`src/rtl/fcmp_pkg.sv`:
```
package fcmp_pkg;
    localparam int FW     = 64;
    localparam int EXPW   = 11;
    localparam int FRACW  = 52;
    localparam int NFIELD = 8;
    localparam int CCW    = 4;
    localparam int IDXW   = $clog2(NFIELD);
    localparam int CRW    = NFIELD * CCW;
    localparam int MAGW   = FW - 1;

    typedef enum logic [CCW-1:0] {
        CC_LT = 4'b1000,
        CC_GT = 4'b0100,
        CC_EQ = 4'b0010,
        CC_UN = 4'b0001
    } cc_t;

    typedef struct packed {
        logic            is_nan;
        logic            is_snan;
        logic            is_zero;
        logic            sign;
        logic [MAGW-1:0] mag;
    } opclass_t;

    typedef struct packed {
        cc_t  cc;
        logic snan_seen;
    } cmp_res_t;

    function automatic opclass_t classify(input logic [FW-1:0] v);
        opclass_t c;
        logic exp_ones;
        logic frac_nz;
        exp_ones  = &v[FW-2 -: EXPW];
        frac_nz   = |v[FRACW-1:0];
        c.sign    = v[FW-1];
        c.mag     = v[MAGW-1:0];
        c.is_nan  = exp_ones && frac_nz;
        c.is_snan = exp_ones && frac_nz && !v[FRACW-1];
        c.is_zero = (v[MAGW-1:0] == '0);
        return c;
    endfunction
endpackage

```
`src/rtl/fp_classify.sv`:
```
module fp_classify
    import fcmp_pkg::*;
(
    input  logic [FW-1:0] op,
    output opclass_t      cls
);
    always_comb cls = classify(op);
endmodule

```
`src/rtl/fp_order.sv`:
```
module fp_order
    import fcmp_pkg::*;
(
    input  opclass_t ca,
    input  opclass_t cb,
    output cmp_res_t res
);
    logic a_less;

    always_comb begin
        a_less = 1'b0;
        res.snan_seen = ca.is_snan || cb.is_snan;
        if (ca.is_nan || cb.is_nan) begin
            res.cc = CC_UN;
        end else if (ca.is_zero && cb.is_zero) begin
            res.cc = CC_EQ;
        end else if (ca.sign != cb.sign) begin
            res.cc = ca.sign ? CC_LT : CC_GT;
        end else if (ca.mag == cb.mag) begin
            res.cc = CC_EQ;
        end else begin
            a_less = ca.sign ? (ca.mag > cb.mag) : (ca.mag < cb.mag);
            res.cc = a_less ? CC_LT : CC_GT;
        end
    end
endmodule

```
`src/rtl/cr_update.sv`:
```
module cr_update
    import fcmp_pkg::*;
(
    input  logic            clk,
    input  logic            rst,
    input  logic            start,
    input  logic            ordered,
    input  logic [IDXW-1:0] field_idx,
    input  logic            flag_clr,
    input  cmp_res_t        res,
    output logic [CRW-1:0]  cond_reg,
    output logic [CCW-1:0]  fprf,
    output logic            done,
    output logic            flag_snan,
    output logic            flag_vc
);
    logic unord;
    assign unord = (res.cc == CC_UN);

    always_ff @(posedge clk) begin
        if (rst) begin
            cond_reg  <= '0;
            fprf      <= '0;
            done      <= 1'b0;
            flag_snan <= 1'b0;
            flag_vc   <= 1'b0;
        end else begin
            done <= start;
            if (flag_clr) begin
                flag_snan <= 1'b0;
                flag_vc   <= 1'b0;
            end
            if (start) begin
                fprf <= res.cc;
                for (int k = 0; k < NFIELD; k++) begin
                    if (field_idx == IDXW'(k))
                        cond_reg[CRW-CCW*(k+1) +: CCW] <= res.cc;
                end
                if (unord && res.snan_seen)
                    flag_snan <= 1'b1;
                else if (unord && ordered)
                    flag_vc <= 1'b1;
            end
        end
    end


    done_follow_chk: assert property (@(posedge clk) disable iff (rst) start |=> done);

    fprf_onehot_chk: assert property (@(posedge clk) disable iff (rst) done |-> $countones(fprf) == 1);

    cr_hold_chk: assert property (@(posedge clk) disable iff (rst) !start |=> $stable(cond_reg));

    snan_cause_chk: assert property (@(posedge clk) disable iff (rst)
        $rose(flag_snan) |-> $past(start) && $past(res.snan_seen) && $past(res.cc == CC_UN));

    vc_cause_chk: assert property (@(posedge clk) disable iff (rst)
        $rose(flag_vc) |-> $past(start) && $past(ordered) && !$past(res.snan_seen));

    clear_chk: assert property (@(posedge clk) disable iff (rst)
        (flag_clr && !start) |=> (!flag_snan && !flag_vc));
endmodule

```
`src/rtl/fp_compare_unit.sv`:
```
module fp_compare_unit
    import fcmp_pkg::*;
(
    input  logic            clk,
    input  logic            rst,
    input  logic            start,
    input  logic            ordered,
    input  logic [FW-1:0]   opa,
    input  logic [FW-1:0]   opb,
    input  logic [IDXW-1:0] field_idx,
    input  logic            flag_clr,
    output logic [CRW-1:0]  cond_reg,
    output logic [CCW-1:0]  fprf,
    output logic            done,
    output logic            flag_snan,
    output logic            flag_vc
);
    opclass_t cls_a, cls_b;
    cmp_res_t res;

    fp_classify u_cls_a (.op(opa), .cls(cls_a));
    fp_classify u_cls_b (.op(opb), .cls(cls_b));
    fp_order    u_order (.ca(cls_a), .cb(cls_b), .res(res));

    cr_update u_upd (
        .clk(clk), .rst(rst), .start(start), .ordered(ordered),
        .field_idx(field_idx), .flag_clr(flag_clr), .res(res),
        .cond_reg(cond_reg), .fprf(fprf), .done(done),
        .flag_snan(flag_snan), .flag_vc(flag_vc)
    );


    nan_unord_chk: assert property (@(posedge clk) disable iff (rst)
        (start && (cls_a.is_nan || cls_b.is_nan)) |=> fprf == 4'b0001);
endmodule

```
`config.mk`:
```
export PLATFORM = sky130hd
export DESIGN_NAME = fp_compare_unit
export DESIGN_NICKNAME = d
export VERILOG_FILES = /design/src/rtl/fcmp_pkg.sv /design/src/rtl/fp_classify.sv /design/src/rtl/fp_order.sv /design/src/rtl/cr_update.sv /design/src/rtl/fp_compare_unit.sv
export SDC_FILE = /design/constraint.sdc
export NUM_CORES = 1
export LEC_CHECK = 0
export BUFFER_PORTS_ARGS = -buffer_cell sky130_fd_sc_hd__buf_2
export CORE_MARGIN = 2
export CORE_UTILIZATION = 50
export DETAILED_ROUTE_END_ITERATION = 10
export PLACE_DENSITY = 0.95
export SETUP_SLACK_MARGIN = 0.3
export SLEW_MARGIN = 20
export SYNTH_ARGS = -nofsm -noshare
export SYNTH_HDL_FRONTEND = slang
export SYNTH_SLANG_ARGS = --single-unit
```
`constraint.sdc`:
```
create_clock -name clk -period 5.95 [get_ports clk]
set_input_delay 0.2975 -clock clk [delete_from_list [all_inputs] [get_ports clk]]
set_output_delay 0.2975 -clock clk [all_outputs]
set_load 0.005 [all_outputs]
```
== Yosys cells after proc, flatten, opt, wreduce, memory -nomap -nowiden ==
Cells that the tools add are included.

* Flip-flop bits (word level): 39
* Output and inout bits: 39
* Bits of input ports: 136
* Word-level logic and storage cells: 64

* Equality and inequality tests: 10
* Order comparisons: 2
* Reduce and logical (&&, ||, !) cells: 26
* Multiplexer cells: 14

{| class="wikitable"
|+ Operators by type and width
! kind !! count
|-
| $logic_not 63->1 || 2
|-
| $reduce_or 52->1 || 2
|-
| $eq 63x63->1 || 1
|-
| $gt 63x63->1 || 1
|-
| $lt 63x63->1 || 1
|-
| $mux 4 || 6
|-
| $reduce_and 11->1 || 2
|-
| $reduce_and 2->1 || 8
|-
| $eq 3x3->1 const B || 4
|-
| $mux 1 || 8
|-
| $logic_and 1x1->1 || 7
|-
| $eq 3x2->1 const B || 2
|-
| $eq 4x1->1 const B || 1
|-
| $eq 3x1->1 const B || 1
|-
| $logic_not 3->1 || 1
|-
| $logic_not 1->1 || 2
|-
| $logic_or 1x1->1 || 2
|-
| $ne 1x1->1 || 1
|}

== Longest topological paths before layout ==
* Depth after elaboration: 12
* Depth in mapped cells: 9
* Gate-level depth less buffers: 9

== By module ==
Synthesis repeated with hierarchy kept, for this count alone.

* Cells, all modules: 567
* Area, all modules: 4652.0 µm²

{| class="wikitable"
|+ Modules (own cells, without submodules)
! module !! instances !! sequential area each (µm²) !! cells an instance !! area an instance (µm²)
|-
| fp_order || 1 || 0.0 || 237 || 1681.6
|-
| cr_update || 1 || 780.7 || 144 || 1629.1
|-
| fp_classify || 2 || 0.0 || 93 || 670.6
|}

== Least setup slack after synthesis ==
No wires, ideal clock.

* Kind: in2reg
* Start: input opb[16]
* End: register u_upd.fprf[3]
* Slack: 3.630 ns
* Library setup time: 0.140 ns
* Data arrival time: 2.180 ns
* Required time: 5.810 ns
* Cell stages on the path: 9
* Path buffers: 0
* Cells stage by stage: inv_1 > ha_1 > a21oi_1 > o21ai_0 > a221oi_1 > a21oi_1 > nor4_2 > mux2i_1 > o32ai_1

* Cells in the longest elaborated chain, start to end: 7
* Elaborated cells on any way between the ends: 14
* Those cells by class: 2 x order compare; 1 x eq/ne; 6 x mux; 5 x reduce/logical

{| class="wikitable"
|+ Ends and longest elaborated chain
! what !! line !! RTL
|-
| start, declared || fp_compare_unit.sv:9 || <nowiki>input logic [FW-1:0] opb,</nowiki>
|-
| $lt 63x63->1 / $gt 63x63->1 (equally long branches) || fp_order.sv:22 || <nowiki>a_less = ca.sign ? (ca.mag > cb.mag) : (ca.mag < cb.mag);</nowiki>
|-
| $mux 1 || fp_order.sv:22 ||
|-
| $mux 4 || fp_order.sv:23 || <nowiki>res.cc = a_less ? CC_LT : CC_GT;</nowiki>
|-
| $mux 4 || fp_order.sv:19 || <nowiki>end else if (ca.mag == cb.mag) begin</nowiki>
|-
| $mux 4 || fp_order.sv:17 || <nowiki>end else if (ca.sign != cb.sign) begin</nowiki>
|-
| $mux 4 || fp_order.sv:15 || <nowiki>end else if (ca.is_zero && cb.is_zero) begin</nowiki>
|-
| $mux 4 (*) || fp_order.sv:13 || <nowiki>if (ca.is_nan || cb.is_nan) begin</nowiki>
|-
| end signal, assigned || cr_update.sv:34 || <nowiki>fprf <= res.cc;</nowiki>
|-
| end, declared || cr_update.sv:12 || <nowiki>output logic [CCW-1:0] fprf,</nowiki>
|}

Every way passes the cells marked *; elsewhere a longest branch is shown, timed or not.
A chain may end at the register's enable or synchronous reset.

== Final worst setup path ==
* Start: input opa[20]
* End: register u_upd.cond_reg[31]

* Cells in the longest elaborated chain, start to end: 7
* Elaborated cells on any way between the ends: 14
* Those cells by class: 2 x order compare; 1 x eq/ne; 6 x mux; 5 x reduce/logical

{| class="wikitable"
|+ Ends and longest elaborated chain
! what !! line !! RTL
|-
| start, declared || fp_compare_unit.sv:8 || <nowiki>input logic [FW-1:0] opa,</nowiki>
|-
| $lt 63x63->1 / $gt 63x63->1 (equally long branches) || fp_order.sv:22 ||
|-
| $mux 1 || fp_order.sv:22 ||
|-
| $mux 4 || fp_order.sv:23 ||
|-
| $mux 4 || fp_order.sv:19 ||
|-
| $mux 4 || fp_order.sv:17 ||
|-
| $mux 4 || fp_order.sv:15 ||
|-
| $mux 4 (*) || fp_order.sv:13 ||
|-
| end signal, assigned by index || cr_update.sv:37 || <nowiki>cond_reg[CRW-CCW*(k+1) +: CCW] <= res.cc;</nowiki>
|-
| end, declared || cr_update.sv:11 || <nowiki>output logic [CRW-1:0] cond_reg,</nowiki>
|}

Marks and branches as above.

==> flow_summary_export.csv <==
group,metric,value,unit
synthesis,synth_top_area_share,21.66,%
power,ir_drop,80.35,uV
setup_path,required,6.10,ns
synthesis,synth_area,0.003640,mm2
setup_path,max_stage_delay,0.70,ns
floorplan,core_area,0.007137,mm2
finish,fin_util,65.87,%
global_route,grt_use_total,30.86,%
timing,slew_violations,0,
setup_path,crit_slowest_cell,"mux2i_1",
placed_design,hpwlAfterDp,10360,um
finish,diodes,0,
timing,period_needed,2.581,ns
global_route,grt_max_degree,55,
synthesis,yosysMostFrequentCell,"inv_1",
floorplan,num_io_pins,175,
finish,area_growth,29.15,%
global_route,antenna_found_initial,0,
timing,fmax,0.3874,GHz
timing,rsz0062_at_grt,"false",
setup_path,arrival,2.73,ns
global_route,gr-total-overflow,0,
floorplan,die_x,89.32,um
flow_run,max_cap_violations,0,
drt,wirelength,12300,um
timing,relSlewSlack,37.98,%
timing,tightest_slew,0.9218,ns
global_route,grt_pass1_vias,4072,
synthesis,synth.area.top_cells,"ha_1 22%, dfxtp_1 21%, inv_1 6.7%, nor4_1 5.7%, a21oi_1 4.8%",
cts,tritoncts.num_buffers,5,
run_status,run_status,"completed",
cts,postCtsSetupBuffers,0,
setup_path,path_class,"input port to flop",
finish,largest_reg_flops,32,
cts,clkTransAtPathRegs,0.07,ns
synthesis,synthFlopType,"dfxtp_1",
setup_path,cp_max_fo,9,
cts,postCtsHoldBufs,0,
finish,design_area,0.004701,mm2
global_route,grt_pass1_wl,19150,um
setup_path,crit_path_start_kind,"input port",
cts,h-tree-depth,2,
drt,routed_via_density,5.803,
min_path,min_path_type,"input port to flop",
cts,clk_latency,0.30,ns
synthesis,ys_async_sr_fraction,0,%
synthesis,yosysWarnings,0,
timing,finalSetupViolCount,0,
placed_design,placed_area,0.004601,mm2
power,pwr_density_cell,145.9,mW/mm2
drt,drt_iter0_drc,269,
synthesis,syn_area_per_cell,7.615,um2
synthesis,postSynthCellCount,478,
setup_path,critPathMostFrequentCell,"a21oi_1",
placed_design,place_ws,3.137,ns
setup_path,critPathCaptureType,"flop",
cts,clockBufferDepth,2,
synthesis,yosys.area.top_type,"ha_1",
floorplan,initial_core_util,51.00,%
timing,fin_tns_setup,0,ns
finish,layout-drive-gt1-share,31.18,%
placed_design,port_buffers,174,
cts,cts_tree,"yes",
cts,cts.sinks,39,
placed_design,gp_congestion,0.9957,
drt,vias,4352,
synthesis,synth-seq-cells,39,
floorplan,fp.dieH,89.32,um
timing,hold_violations,0,
cts,cts-root-buf,"clkbuf_8",
drt,wl_per_cell,16.40,um
synthesis,yosysUniqueCellTypes,46,
timing,fin_ws,3.369,ns
synthesis,synth-seq-area-share,21.45,%
floorplan,num_rows,31,
drt,final_antenna_net_count,0,
synthesis,synth.net_count,677,
floorplan,die-area,0.007978,mm2
setup_path,cp_cell_sequence,"buf_2 -> ha_1 -> a21oi_1 -> o21ai_0 -> a221oi_1 -> a21oi_1 -> nor4_2 -> mux2i_1 -> o41ai_1",
drt,route.detailed.drc,0,
timing,timing.final.crit_share,43.39,%
power,leakage,2.372,nW
drt,firstDrtPassIters,5,
finish,nets,849,
timing,holdWs,0.2636,ns
cts,cts_resized,0,
synthesis,synth_common_cells,"65 x inv_1, 63 x ha_1, 46 x nand2_1, 39 x dfxtp_1, 37 x nor2_1",
synthesis,synth_edf_count,0,
timing,clock_skew,0,ns
[cell families after synthesis]
group / Yosys count / synth area share, %
flip-flops: 39 / 21.45
AO/OA/AOI/OAI: 92 / 17.19
adder cells (fa/ha/maj): 63 / 21.66
XOR/XNOR: 1 / 0.2407
buffers and inverters: 74 / 7.631
AND/OR/NAND/NOR: 206 / 30.90
multiplexers: 3 / 0.9281
[metrics by stage]
step	power [mW]	std cells
floorplan	0.3880	478
global placement	0.4831	742
global route	0.7213	750
CTS	0.6842	750
finish	0.6860	750
detailed placement	0.4898	742
[final cells by class]
cell class	count	area, um2
clock buffer	8	100.1
timing repair buffer	174	870.8
multi-input combinational	365	2581
sequential	39	780.7
inverter	65	244.0
fill	680	2436
tap	99	123.9
[power breakdown]
part | internal (mW) | switching [mW] | leakage, nW
clock network | 0.106 | 0.0909 | 0.0515
registers | 0.267 | 0.00330 | 0.316
logic | 0.0945 | 0.124 | 2.00
[path summary, 6_finish.rpt]
| kind | start | to | slack, ns | cells after the start |
|---|---|---|---|---|
| worst min-delay path | flag_clr | u_upd.flag_vc$_SDFF_PP0_ | 0.26 | 4 |
| worst max register to register | u_upd.cond_reg[22]$_SDFFE_PP0P_ | u_upd.cond_reg[22]$_SDFFE_PP0P_ | 5.11 | 2 |
| worst max-delay path | opa[20] | u_upd.cond_reg[31]$_SDFFE_PP0P_ | 3.37 | 9 |
| worst min register to register | u_upd.flag_vc$_SDFF_PP0_ | u_upd.flag_vc$_SDFF_PP0_ | 0.45 | 2 |
[cells in the final DEF, fill, tap and decap left out, drive strengths merged, types with 8 or more instances in the layout]
cell	count
o21ai	13
nand3b	9
a21oi	36
clkbuf	8
nor3	9
nor2	37
o41ai	8
nand3	18
dfxtp	39
nand4	24
nor3b	12
nor4	36
ha	63
inv	65
nand2	46
buf	174
a31o	9
a211oi	12
[worst max-delay path, delay by kind of cell]
family / cells / cell delay (ns)
compound gates: 5 / 0.92
mux: 1 / 0.70
simple gates: 1 / 0.38
fa+ha+maj: 1 / 0.30
buf+inv: 1 / 0.12
[layer usage]
layer	up-vias	part of all wire, %	GRT usage (%)
li1	2103	-	-
met1	2010	40	37.73
met2	194	49	53.33
met3	45	6.9	5.171
met4	0	3.7	13.03
met5	-	0	0
Power figures use the tool's default switching activity.
